**src/rtl/adc_scan_pkg.sv**
```systemverilog
package adc_scan_pkg;
   localparam int unsigned CONV_BASE_CYC = 25;
   localparam int unsigned SETTLE_RESET  = 64;
   typedef enum logic {
      MODE_MANUAL = 1'b0,
      MODE_SEQ    = 1'b1
   } scan_mode_e;
endpackage

```
**src/rtl/adc_tick_div.sv**
```systemverilog
module adc_tick_div #(
   parameter int CFG_W   = 8,
   parameter bit HAS_DIV = 1'b1
) (
   input  logic             clk,
   input  logic             rst_n,
   input  logic             restart,
   input  logic             base_tick,
   input  logic [CFG_W-1:0] div_cfg,
   output logic             conv_tick
);
   generate
      if (HAS_DIV) begin : g_div
         logic [CFG_W-1:0] cnt_q;
         always_ff @(posedge clk or negedge rst_n) begin
            if (!rst_n)
               cnt_q <= '0;
            else if (restart)
               cnt_q <= '0;
            else if (base_tick)
               cnt_q <= (cnt_q == div_cfg) ? '0 : cnt_q + 1'b1;
         end
         assign conv_tick = base_tick && !restart && (cnt_q == div_cfg);


         tick_rate_chk: assert property (@(posedge clk) disable iff (!rst_n)
            (conv_tick && div_cfg != '0 && $stable(div_cfg)) |=> !conv_tick);
      end else begin : g_nodiv
         logic unused_div;
         assign unused_div = ^{div_cfg, restart, clk, rst_n};
         assign conv_tick  = base_tick;
      end
   endgenerate
endmodule

```
**src/rtl/adc_conv_timer.sv**
```systemverilog
module adc_conv_timer #(
   parameter int LEN_W = 9
) (
   input  logic             clk,
   input  logic             rst_n,
   input  logic             start,
   input  logic             tick,
   input  logic [LEN_W-1:0] len,
   output logic             busy,
   output logic             finish
);
   logic [LEN_W-1:0] cnt_q;
   logic [LEN_W-1:0] len_q;
   logic             busy_q;

   assign finish = busy_q && tick && (cnt_q == len_q - 1'b1);
   assign busy   = busy_q;

   always_ff @(posedge clk or negedge rst_n) begin
      if (!rst_n) begin
         busy_q <= 1'b0;
         cnt_q  <= '0;
         len_q  <= '0;
      end else if (start && !busy_q) begin
         busy_q <= 1'b1;
         cnt_q  <= '0;
         len_q  <= len;
      end else if (finish) begin
         busy_q <= 1'b0;
         cnt_q  <= '0;
      end else if (busy_q && tick) begin
         cnt_q <= cnt_q + 1'b1;
      end
   end


   start_busy_chk: assert property (@(posedge clk) disable iff (!rst_n)
      (start && !busy) |=> busy);

   finish_idle_chk: assert property (@(posedge clk) disable iff (!rst_n)
      finish |=> !busy);
endmodule

```
**src/rtl/adc_chan_ptr.sv**
```systemverilog
module adc_chan_ptr #(
   parameter int MASK_W = 8,
   localparam int NCH   = 2 * MASK_W,
   localparam int IDX_W = $clog2(NCH)
) (
   input  logic             clk,
   input  logic             rst_n,
   input  logic [NCH-1:0]   en_cur,
   input  logic [NCH-1:0]   en_nxt,
   input  logic             mask_wr,
   input  logic             seq_mode,
   input  logic             seq_rise,
   input  logic             advance,
   input  logic [IDX_W-1:0] adv_from,
   output logic [IDX_W-1:0] ptr,
   output logic [IDX_W-1:0] eff_chan,
   output logic             first_hit
);
   function automatic logic [IDX_W-1:0] scan_from(input logic [NCH-1:0] e,
                                                  input logic [IDX_W-1:0] base,
                                                  input logic skip);
      logic [IDX_W-1:0] r;
      logic [IDX_W-1:0] c;
      logic             hit;
      r   = '0;
      hit = 1'b0;
      for (int k = 0; k < NCH; k++) begin
         c = IDX_W'(int'(base) + k + int'(skip));
         if (!hit && e[c]) begin
            r   = c;
            hit = 1'b1;
         end
      end
      return r;
   endfunction

   logic [IDX_W-1:0] ptr_q;
   logic             seq_seen_q;
   logic [IDX_W-1:0] lowest_cur;
   logic [IDX_W-1:0] lowest_nxt;

   assign lowest_cur = scan_from(en_cur, '0, 1'b0);
   assign lowest_nxt = scan_from(en_nxt, '0, 1'b0);
   assign eff_chan   = scan_from(en_cur, ptr_q, 1'b0);
   assign first_hit  = (|en_cur) && (ptr_q == lowest_cur);
   assign ptr        = ptr_q;

   always_ff @(posedge clk or negedge rst_n) begin
      if (!rst_n) begin
         ptr_q      <= '0;
         seq_seen_q <= 1'b0;
      end else begin
         if (seq_rise)
            seq_seen_q <= 1'b1;
         if (mask_wr && !seq_mode)
            ptr_q <= lowest_nxt;
         else if (seq_rise && !seq_seen_q)
            ptr_q <= lowest_cur;
         else if (advance)
            ptr_q <= scan_from(en_cur, adv_from, 1'b1);
      end
   end


   manual_realign_chk: assert property (@(posedge clk) disable iff (!rst_n)
      (mask_wr && !seq_mode) |=> (ptr == $past(lowest_nxt)));

   seq_keep_chk: assert property (@(posedge clk) disable iff (!rst_n)
      (seq_rise && seq_seen_q && !mask_wr && !advance) |=> $stable(ptr));
endmodule

```
**src/rtl/adc_scan_ctrl.sv**
```systemverilog
module adc_scan_ctrl #(
   parameter int MASK_W  = 8,
   parameter int CFG_W   = 8,
   parameter int DATA_W  = 14,
   parameter bit HAS_DIV = 1'b1,
   localparam int NCH    = 2 * MASK_W,
   localparam int IDX_W  = $clog2(NCH),
   localparam int LEN_W  = CFG_W + 1
) (
   input  logic              clk,
   input  logic              rst_n,
   input  logic              clk_en_1m,
   input  logic [CFG_W-1:0]  div_cfg,
   input  logic              mask_lo_wr,
   input  logic              mask_hi_wr,
   input  logic              settle_wr,
   input  logic [CFG_W-1:0]  cfg_wdata,
   input  logic              manual_start,
   input  logic              seq_run,
   input  logic              seq_trig,
   input  logic              irq_en,
   input  logic [DATA_W-1:0] adc_sample,
   output logic [IDX_W-1:0]  chan_idx,
   output logic              busy,
   output logic              done,
   output logic [IDX_W-1:0]  done_chan,
   output logic [DATA_W-1:0] done_data,
   output logic              fifo_wr,
   output logic              irq_eoc,
   output logic              trig_err,
   output logic              first_chan
);
   import adc_scan_pkg::*;

   if (NCH != (1 << IDX_W)) begin : g_bad_nch
      $error("adc_scan_ctrl: 2*MASK_W must be a power of two");
   end
   if (MASK_W > CFG_W) begin : g_bad_mask
      $error("adc_scan_ctrl: MASK_W must not exceed CFG_W");
   end
   if (CONV_BASE_CYC + (1 << CFG_W) > (1 << LEN_W)) begin : g_bad_len
      $error("adc_scan_ctrl: conversion length does not fit its counter");
   end

   logic [MASK_W-1:0] mask_lo_q, mask_hi_q;
   logic [CFG_W-1:0]  settle_q;
   logic [NCH-1:0]    en_cur, en_nxt;
   logic              seq_run_q, seq_rise, mask_wr;
   scan_mode_e        mode;
   logic              start_req, start_go, conv_tick, finish;
   logic [IDX_W-1:0]  eff_chan, conv_chan_q;
   logic [LEN_W-1:0]  conv_len;
   logic              done_q, irq_q, err_q;
   logic [IDX_W-1:0]  done_chan_q;
   logic [DATA_W-1:0] done_data_q;

   assign mode      = seq_run ? MODE_SEQ : MODE_MANUAL;
   assign en_cur    = {mask_hi_q, mask_lo_q};
   assign en_nxt    = {mask_hi_wr ? cfg_wdata[MASK_W-1:0] : mask_hi_q,
                       mask_lo_wr ? cfg_wdata[MASK_W-1:0] : mask_lo_q};
   assign mask_wr   = mask_lo_wr | mask_hi_wr;
   assign seq_rise  = seq_run && !seq_run_q;
   assign start_req = (mode == MODE_SEQ) ? seq_trig : manual_start;
   assign start_go  = start_req && !busy && (|en_cur);
   assign conv_len  = LEN_W'(CONV_BASE_CYC) + LEN_W'(settle_q);

   always_ff @(posedge clk or negedge rst_n) begin
      if (!rst_n) begin
         mask_lo_q   <= '0;
         mask_hi_q   <= '0;
         settle_q    <= CFG_W'(SETTLE_RESET);
         seq_run_q   <= 1'b0;
         conv_chan_q <= '0;
         done_q      <= 1'b0;
         irq_q       <= 1'b0;
         err_q       <= 1'b0;
         done_chan_q <= '0;
         done_data_q <= '0;
      end else begin
         if (mask_lo_wr) mask_lo_q <= cfg_wdata[MASK_W-1:0];
         if (mask_hi_wr) mask_hi_q <= cfg_wdata[MASK_W-1:0];
         if (settle_wr)  settle_q  <= cfg_wdata;
         seq_run_q <= seq_run;
         if (start_go) conv_chan_q <= eff_chan;
         if (start_req && busy) err_q <= 1'b1;
         done_q <= finish;
         irq_q  <= finish && irq_en;
         if (finish) begin
            done_chan_q <= conv_chan_q;
            done_data_q <= adc_sample;
         end
      end
   end

   adc_tick_div #(.CFG_W(CFG_W), .HAS_DIV(HAS_DIV)) u_div (
      .clk(clk), .rst_n(rst_n), .restart(start_go), .base_tick(clk_en_1m),
      .div_cfg(div_cfg), .conv_tick(conv_tick));

   adc_conv_timer #(.LEN_W(LEN_W)) u_timer (
      .clk(clk), .rst_n(rst_n), .start(start_go), .tick(conv_tick),
      .len(conv_len), .busy(busy), .finish(finish));

   adc_chan_ptr #(.MASK_W(MASK_W)) u_ptr (
      .clk(clk), .rst_n(rst_n), .en_cur(en_cur), .en_nxt(en_nxt),
      .mask_wr(mask_wr), .seq_mode(mode == MODE_SEQ), .seq_rise(seq_rise),
      .advance(finish), .adv_from(conv_chan_q), .ptr(chan_idx),
      .eff_chan(eff_chan), .first_hit(first_chan));

   assign done      = done_q;
   assign fifo_wr   = done_q;
   assign done_chan = done_chan_q;
   assign done_data = done_data_q;
   assign irq_eoc   = irq_q;
   assign trig_err  = err_q;


   busy_trig_chk: assert property (@(posedge clk) disable iff (!rst_n)
      (busy && start_req) |=> trig_err);

   empty_mask_chk: assert property (@(posedge clk) disable iff (!rst_n)
      (!busy && en_cur == '0) |=> !busy);

   irq_done_chk: assert property (@(posedge clk) disable iff (!rst_n)
      irq_eoc |-> done);

   src_select_chk: assert property (@(posedge clk) disable iff (!rst_n)
      (seq_run && !seq_trig && !busy) |=> !busy);

   done_idle_chk: assert property (@(posedge clk) disable iff (!rst_n)
      done |-> !busy);
endmodule

```
**config.mk**
```make
export PLATFORM = sky130hd
export DESIGN_NAME = adc_scan_ctrl
export DESIGN_NICKNAME = d
export VERILOG_FILES = /design/src/rtl/adc_scan_pkg.sv /design/src/rtl/adc_tick_div.sv /design/src/rtl/adc_conv_timer.sv /design/src/rtl/adc_chan_ptr.sv /design/src/rtl/adc_scan_ctrl.sv
export SDC_FILE = /design/constraint.sdc
export NUM_CORES = 1
export LEC_CHECK = 0
export BUFFER_PORTS_ARGS = -buffer_cell sky130_fd_sc_hd__buf_4
export CAP_MARGIN = 25
export CORE_MARGIN = 2
export CORE_UTILIZATION = 36
export CTS_CLUSTER_SIZE = 30
export DETAILED_ROUTE_END_ITERATION = 6
export GPL_TIMING_DRIVEN = 0
export SYNTH_ARGS = -nofsm -noshare
export SYNTH_HDL_FRONTEND = slang
export SYNTH_HIERARCHICAL = 1
export SYNTH_SLANG_ARGS = --single-unit
```
**constraint.sdc**
```tcl
create_clock -name clk -period 5.2 [get_ports clk]
set_input_delay 1.04 -clock clk [delete_from_list [all_inputs] [get_ports clk]]
set_output_delay 1.04 -clock clk [all_outputs]
set_load 0.05 [all_outputs]
```
# Yosys cells after proc, flatten, opt, wreduce, memory -nomap -nowiden
# Cells that the tools add are included.
# W data, S select, Z words.
# word_totals
output_inout_bits,28
in_bits,40
ff_bits,82
# op_classes
bitwise_logic,1
n_mux,246
n_addsub,49
n_lt_le_gt_ge,32
n_reduce_logical,143
n_eq_ne,3
# ops
cell,n
$mux W4,57
$lt A4 B5 Y1 const B,32
$mux W1,143
$bmux W1 S4,32
$add A4 B2 Y4 const B,19
$logic_and A1 B1 Y1,73
$logic_not A1 Y1,65
$add A4 B4 Y4 const B,16
$mux W8,5
$add A4 B3 Y4 const B,8
$mux W9,3
$reduce_or A16 Y1,1
$mux W3,4
$add A5 B8 Y9 const A,1
$add A9 B1 Y9 const B,1
$eq A9 B9 Y1,1
$sub A9 B1 Y9 const B,1
$add A4 B1 Y4 const B,2
$add A8 B1 Y8 const B,1
$eq A8 B8 Y1,1
$reduce_bool A3 Y1,2
$eq A4 B4 Y1,1
$mux W2,2
$reduce_bool A2 Y1,2
$or A1 B1 Y1,1

# Longest topological paths before layout
# logic_depth
word_depth,102
ltp_mapped,19
mapped_depth_nobuf,16

# Cells and area by module
# The synthesis kept the hierarchy.
# modules_own_cells
mod,area_per_inst_um2,instances,seq_area_each_um2,cells_each
adc_chan_ptr,4873.4,1,125.1,598
adc_scan_ctrl,1999.4,1,1252.5,133
adc_conv_timer,1186.1,1,475.5,133
adc_tick_div,525.5,1,200.2,57

# Worst setup path before layout
# No wires, ideal clock.
# synth_path
path_kind,reg2reg
from,"reg u_ptr.ptr_q[1], in the netlist u_ptr/ptr[1]"
to,reg conv_chan_q[2]
arrival_time_ps,4415
setup_ps,125
path_stages_with_launch,14
slack_ps,661
path_cell_list,dfrtp_1 > clkbuf_1 > inv_1 > ha_1 > buf_6 > mux4_2 > mux4_2 > nor4_4 > nand4_2 > nand2b_4 > or2_4 > nor3_1 > o31ai_1 > mux2_2
# synth_via
elab_chain_len,48
# synth_lines
element,line,source
start: declaration,adc_chan_ptr.sv:37,logic [IDX_W-1:0] ptr_q;
start signal: assignment,adc_chan_ptr.sv:56,ptr_q <= lowest_nxt;
start signal: assignment,adc_chan_ptr.sv:58,ptr_q <= lowest_cur;
start signal: assignment,adc_chan_ptr.sv:60,"ptr_q <= scan_from(en_cur, adv_from, 1'b1);"
"parallel branches: the longest is 47 deep, another holds $add A4 B1 Y4",n/a,
$mux W4 (*),adc_chan_ptr.sv:29,if (!hit && e[c]) begin
net eff_chan[2],adc_scan_ctrl.sv:51,"logic [IDX_W-1:0] eff_chan, conv_chan_q;"
end signal: assignment,adc_scan_ctrl.sv:84,if (start_go) conv_chan_q <= eff_chan;
end: declaration,adc_scan_ctrl.sv:51,
# Mark *: on every way through the listed nets, which the timed path passes. The select of a mux whose other input is x is not followed.
# A chain may end at the register's enable or synchronous reset.

# Final worst setup path
# layout_path
from,reg conv_chan_q[1]
to,"reg u_ptr.ptr_q[0], in the netlist u_ptr/ptr[0]"
# layout_via
elab_chain_len,97
# layout_lines
element,line,source
$add A4 B1 Y4,adc_chan_ptr.sv:28,c = IDX_W'(int'(base) + k + int'(skip));
$bmux W1 S4,adc_chan_ptr.sv:29,
$mux W1 (not written as such),adc_chan_ptr.sv:29,
$mux W1,adc_chan_ptr.sv:29,
$mux W1,adc_chan_ptr.sv:59,else if (advance)
$mux W1,adc_chan_ptr.sv:57,else if (seq_rise && !seq_seen_q)
$mux W1,adc_chan_ptr.sv:55,if (mask_wr && !seq_mode)
$logic_not A1 Y1,adc_chan_ptr.sv:29,
[81 not listed],n/a,
$mux W1,adc_chan_ptr.sv:57,
$mux W1,adc_chan_ptr.sv:55,
$logic_not A1 Y1,adc_chan_ptr.sv:29,
$logic_and A1 B1 Y1,adc_chan_ptr.sv:29,
$mux W4 (*),adc_chan_ptr.sv:29,
$mux W4 (*),adc_chan_ptr.sv:59,
$mux W4 (*),adc_chan_ptr.sv:57,
$mux W4 (*),adc_chan_ptr.sv:55,
# Every way passes the cells marked *; elsewhere a longest branch is shown, timed or not. The select of a mux whose other input is x is not followed.

==> out/metrics.cfg <==
[status]
status=complete, no violations

[clocking]
cts_buffers=9
cts-root-buf=clkbuf_16
path_clk_slew_ns=0.07
clkLatencyLatePin_ns=0.36
clock_path_buffers=2
htreeDepth=3
cts_tree=yes
cts.sinks=82
ctsHoldBuffers=0

[synth]
synthCells=921
ys_seq_area_share_pct=23.9
postSynthAreaPerCell_sq_um=9.32
synth_area_leaders=dfrtp_1 24%, mux4_2 12%, mux2_2 9.1%
syn_nets=979
async_flop_share_pct=100
synth_top_area_share_pct=23.6
ys.flop_type=dfrtp_1
synth_seq_cells=82
synth_area_sq_mm=0.00858
synth_cell_types=92
synth_warnings=6
yosysTopAreaCell=dfrtp_1
synth_edf_count=0

[power]
p_int_mw=3.24
pwr_density_cell_mw_per_mm2=694
leakagePower_nw=3.99
pwr-share-clk_pct=9.7
vdd_drop_max_mv=0.311
combPwrFrac_pct=77.1
p_sw_mw=3.63
power_frac_seq_pct=13.3
p_sw_share_pct=52.9

[sta]
whs_ns=0.486
timing.final.crit_share_pct=95.6
final-setup-viol-count=0
tightest_slew_ns=0.934
layout_setup_ws_ns=0.226
finalHoldViolations=0
fmax_mhz=201
slew_headroom_pct=37.1
rsz0062_at_grt=no
fin_skew_ns=0.00987
maxSlewViolCount=0
fin_crit_ns=4.97

[floorplanning]
die_w_microns=158
num_rows=56
coreArea_sq_mm=0.0235
die_h_microns=158
initial_core_util_pct=36.6
ioPinCount=68
die_area_sq_mm=0.0251

[worst_hold_path]
hp-start=trig_err
hold_end=trig_err
holdCritPathClass=register to register
hold_depth=1

[grt]
grt.total_usage_pct=21.4
grt_antenna_before_repair=1
grt_pass1_vias=7743
grt.overflow.total=0
grt_max_degree=55
grt_pass1_wl_microns=42300

[final_layout]
final_cell_mix=90 x nand2_1, 81 x dfrtp_1, 71 x buf_4
post-route-util_pct=42.1
antennaDiodeCount=0
num-nets-final=1057
layout-drive-gt1-share_pct=25.6
seqCellArea_sq_mm=0.00205
multiInputGateArea_sq_mm=0.00617
areaGrowthSynthToFinish_pct=15.2
final_common_cell=nand2_1
fillers=2301

[route]
drt_iter0_drc=762
first_pass_iters=7
ant_nets=0
drt_wl_total_microns=26100
wl_per_cell_microns=19.8
drc=0
num_vias=7947
viasPerCell=6.01

[worst_setup_path]
crit_chain=buf_2 -> inv_1 -> ha_1 -> clkbuf_4 -> buf_4 -> mux4_2 -> mux4_2 -> or2_1 -> or4_4 -> nor3_4 -> o21ai_1 -> a41oi_2 -> a221o_1
crit_fanout=19
cp.arrival_ns=5.27
slowest_stage=mux4_2
max_stage_delay_ns=0.60
worst-setup-path-type=register to register
critPathLaunchType=register
cp_top_family=buffers and inverters
path_depth=13
cp-end-kind=register
crit_buf_inv=4
r2r-end=u_ptr/ptr[0]
rrSetupSlack_ns=0.23
required_ns=5.49
r2r-start=conv_chan_q[1]
reg2reg_depth=13
crit_path_start=conv_chan_q[1]
cp_common_cell=mux4_2

[placed_design]
hpwl_microns=19600
finalWeightedCongestion=0.953
place_ws_ns=-0.626
io_buffer_count=64

[run]
max-cap-violations=0

## power groups by stage
stage	Combinational, mW	Clock [mW]	Sequential (mW)
5_1_grt	5.72	0.704	0.931
3_3_place_gp	4.96	0	0.918
3_5_place_dp	4.97	0	0.920
4_1_cts	5.06	0.677	0.908
6_report	5.29	0.664	0.910
2_1_floorplan	3.80	0	0.897
## worst max-delay path by stage
stage | endpoint | slack (ns)
5_1_grt | u_ptr/ptr[1] | 0.02
3_5_place_dp | u_ptr/ptr[1] | -0.63
2_1_floorplan | conv_chan_q[2] | 0.66
3_3_place_gp | u_ptr/ptr[1] | -0.71
4_1_cts | u_ptr/ptr[1] | 0.01
6_report | u_ptr/ptr[0] | 0.23
## per-layer routing
metal | routed length, microns | track usage, %
met5 | 0 | 0
met4 | 938 | 8.71
met3 | 1830 | 3.27
met2 | 11900 | 34.4
met1 | 11400 | 28.9
## registers in the layout, summed over array words and instances (netlist names), 4 cells and up
register	cells
conv_chan_q	4
done_chan	4
done_data	14
mask_hi_q	8
mask_lo_q	8
settle_q	8
u_div/g_div.cnt_q	8
u_ptr/ptr	4
u_timer/cnt_q	9
u_timer/len_q	9
## what timing repair did
action,CTS,global route
gates resized for setup,9,6
cloned,0,0
setup buffers,0,3
endpoints found under the setup margin,6,5
pin swaps,1,4
## worst reg2reg max path: stages (launching register included)
cell,delay (ns)
dfrtp_1,0.50
buf_2,0.50
inv_1,0.34
ha_1,0.40
clkbuf_4,0.20
buf_4,0.22
mux4_2,0.40
mux4_2,0.60
or2_1,0.32
or4_4,0.48
nor3_4,0.28
o21ai_1,0.14
a41oi_2,0.33
a221o_1,0.21
## cells in the mapped netlist, drive strengths merged, types with 4 or more instances
library cell,number
a211oi,16
nor2,59
or3,6
xnor2,27
mux2,70
or2,8
mux2i,38
nand2b,14
a22oi,6
buf,23
nand2,91
o211ai,11
o21ai,55
nor3b,5
inv,31
and2,6
xor2,29
o31ai,6
nand4,12
a21oi,38
o22ai,6
a31oi,7
nand3,27
a21o,4
o21a,5
nor3,25
a21boi,5
nor4,22
dfrtp,81
and3,5
a221oi,6
clkbuf,34
nor2b,18
ha,18
mux4,53
## logic make-up (layout without fill, tap and decap cells)
group                      Yosys count  in the layout  share of synthesized area (%)
and+or+nand+nor                    311            311                           19.3
AOI/OAI and AO/OA                  203            203                           15.8
muxes                              161            161                           27.8
buffers and inverters               90            173                           4.78
DFF                                 82             82                           23.9
xor gates and xnor gates            56             56                           5.80
adders and majority gates           18             18                           2.62
## area by class of cell
type	count	area share, %
Buffer	56	3.00
Clock inverter	7	0.772
Clock buffer	9	2.28
Sequential cell	82	20.8
Multi-Input combinational cell	749	62.4
Timing Repair Buffer	68	5.49
Inverter	33	1.25
Tap cell	319	4.04
## stage by stage
| stage | instance area, sq um | instances | total power [mW] | setup TNS [ns] |
|---|---|---|---|---|
| finish | 9890 | 1323 | 6.86 | 0 |
| global placement | 9460 | 1304 | 5.88 | -2.35 |
| CTS | 9830 | 1320 | 6.65 | 0 |
| global route | 9890 | 1323 | 7.36 | 0 |
| floorplan | 8580 | 921 | 4.70 | 0 |
| detailed placement | 9490 | 1305 | 5.89 | -1.97 |
Note: power is estimated with default switching activity, not from simulation.
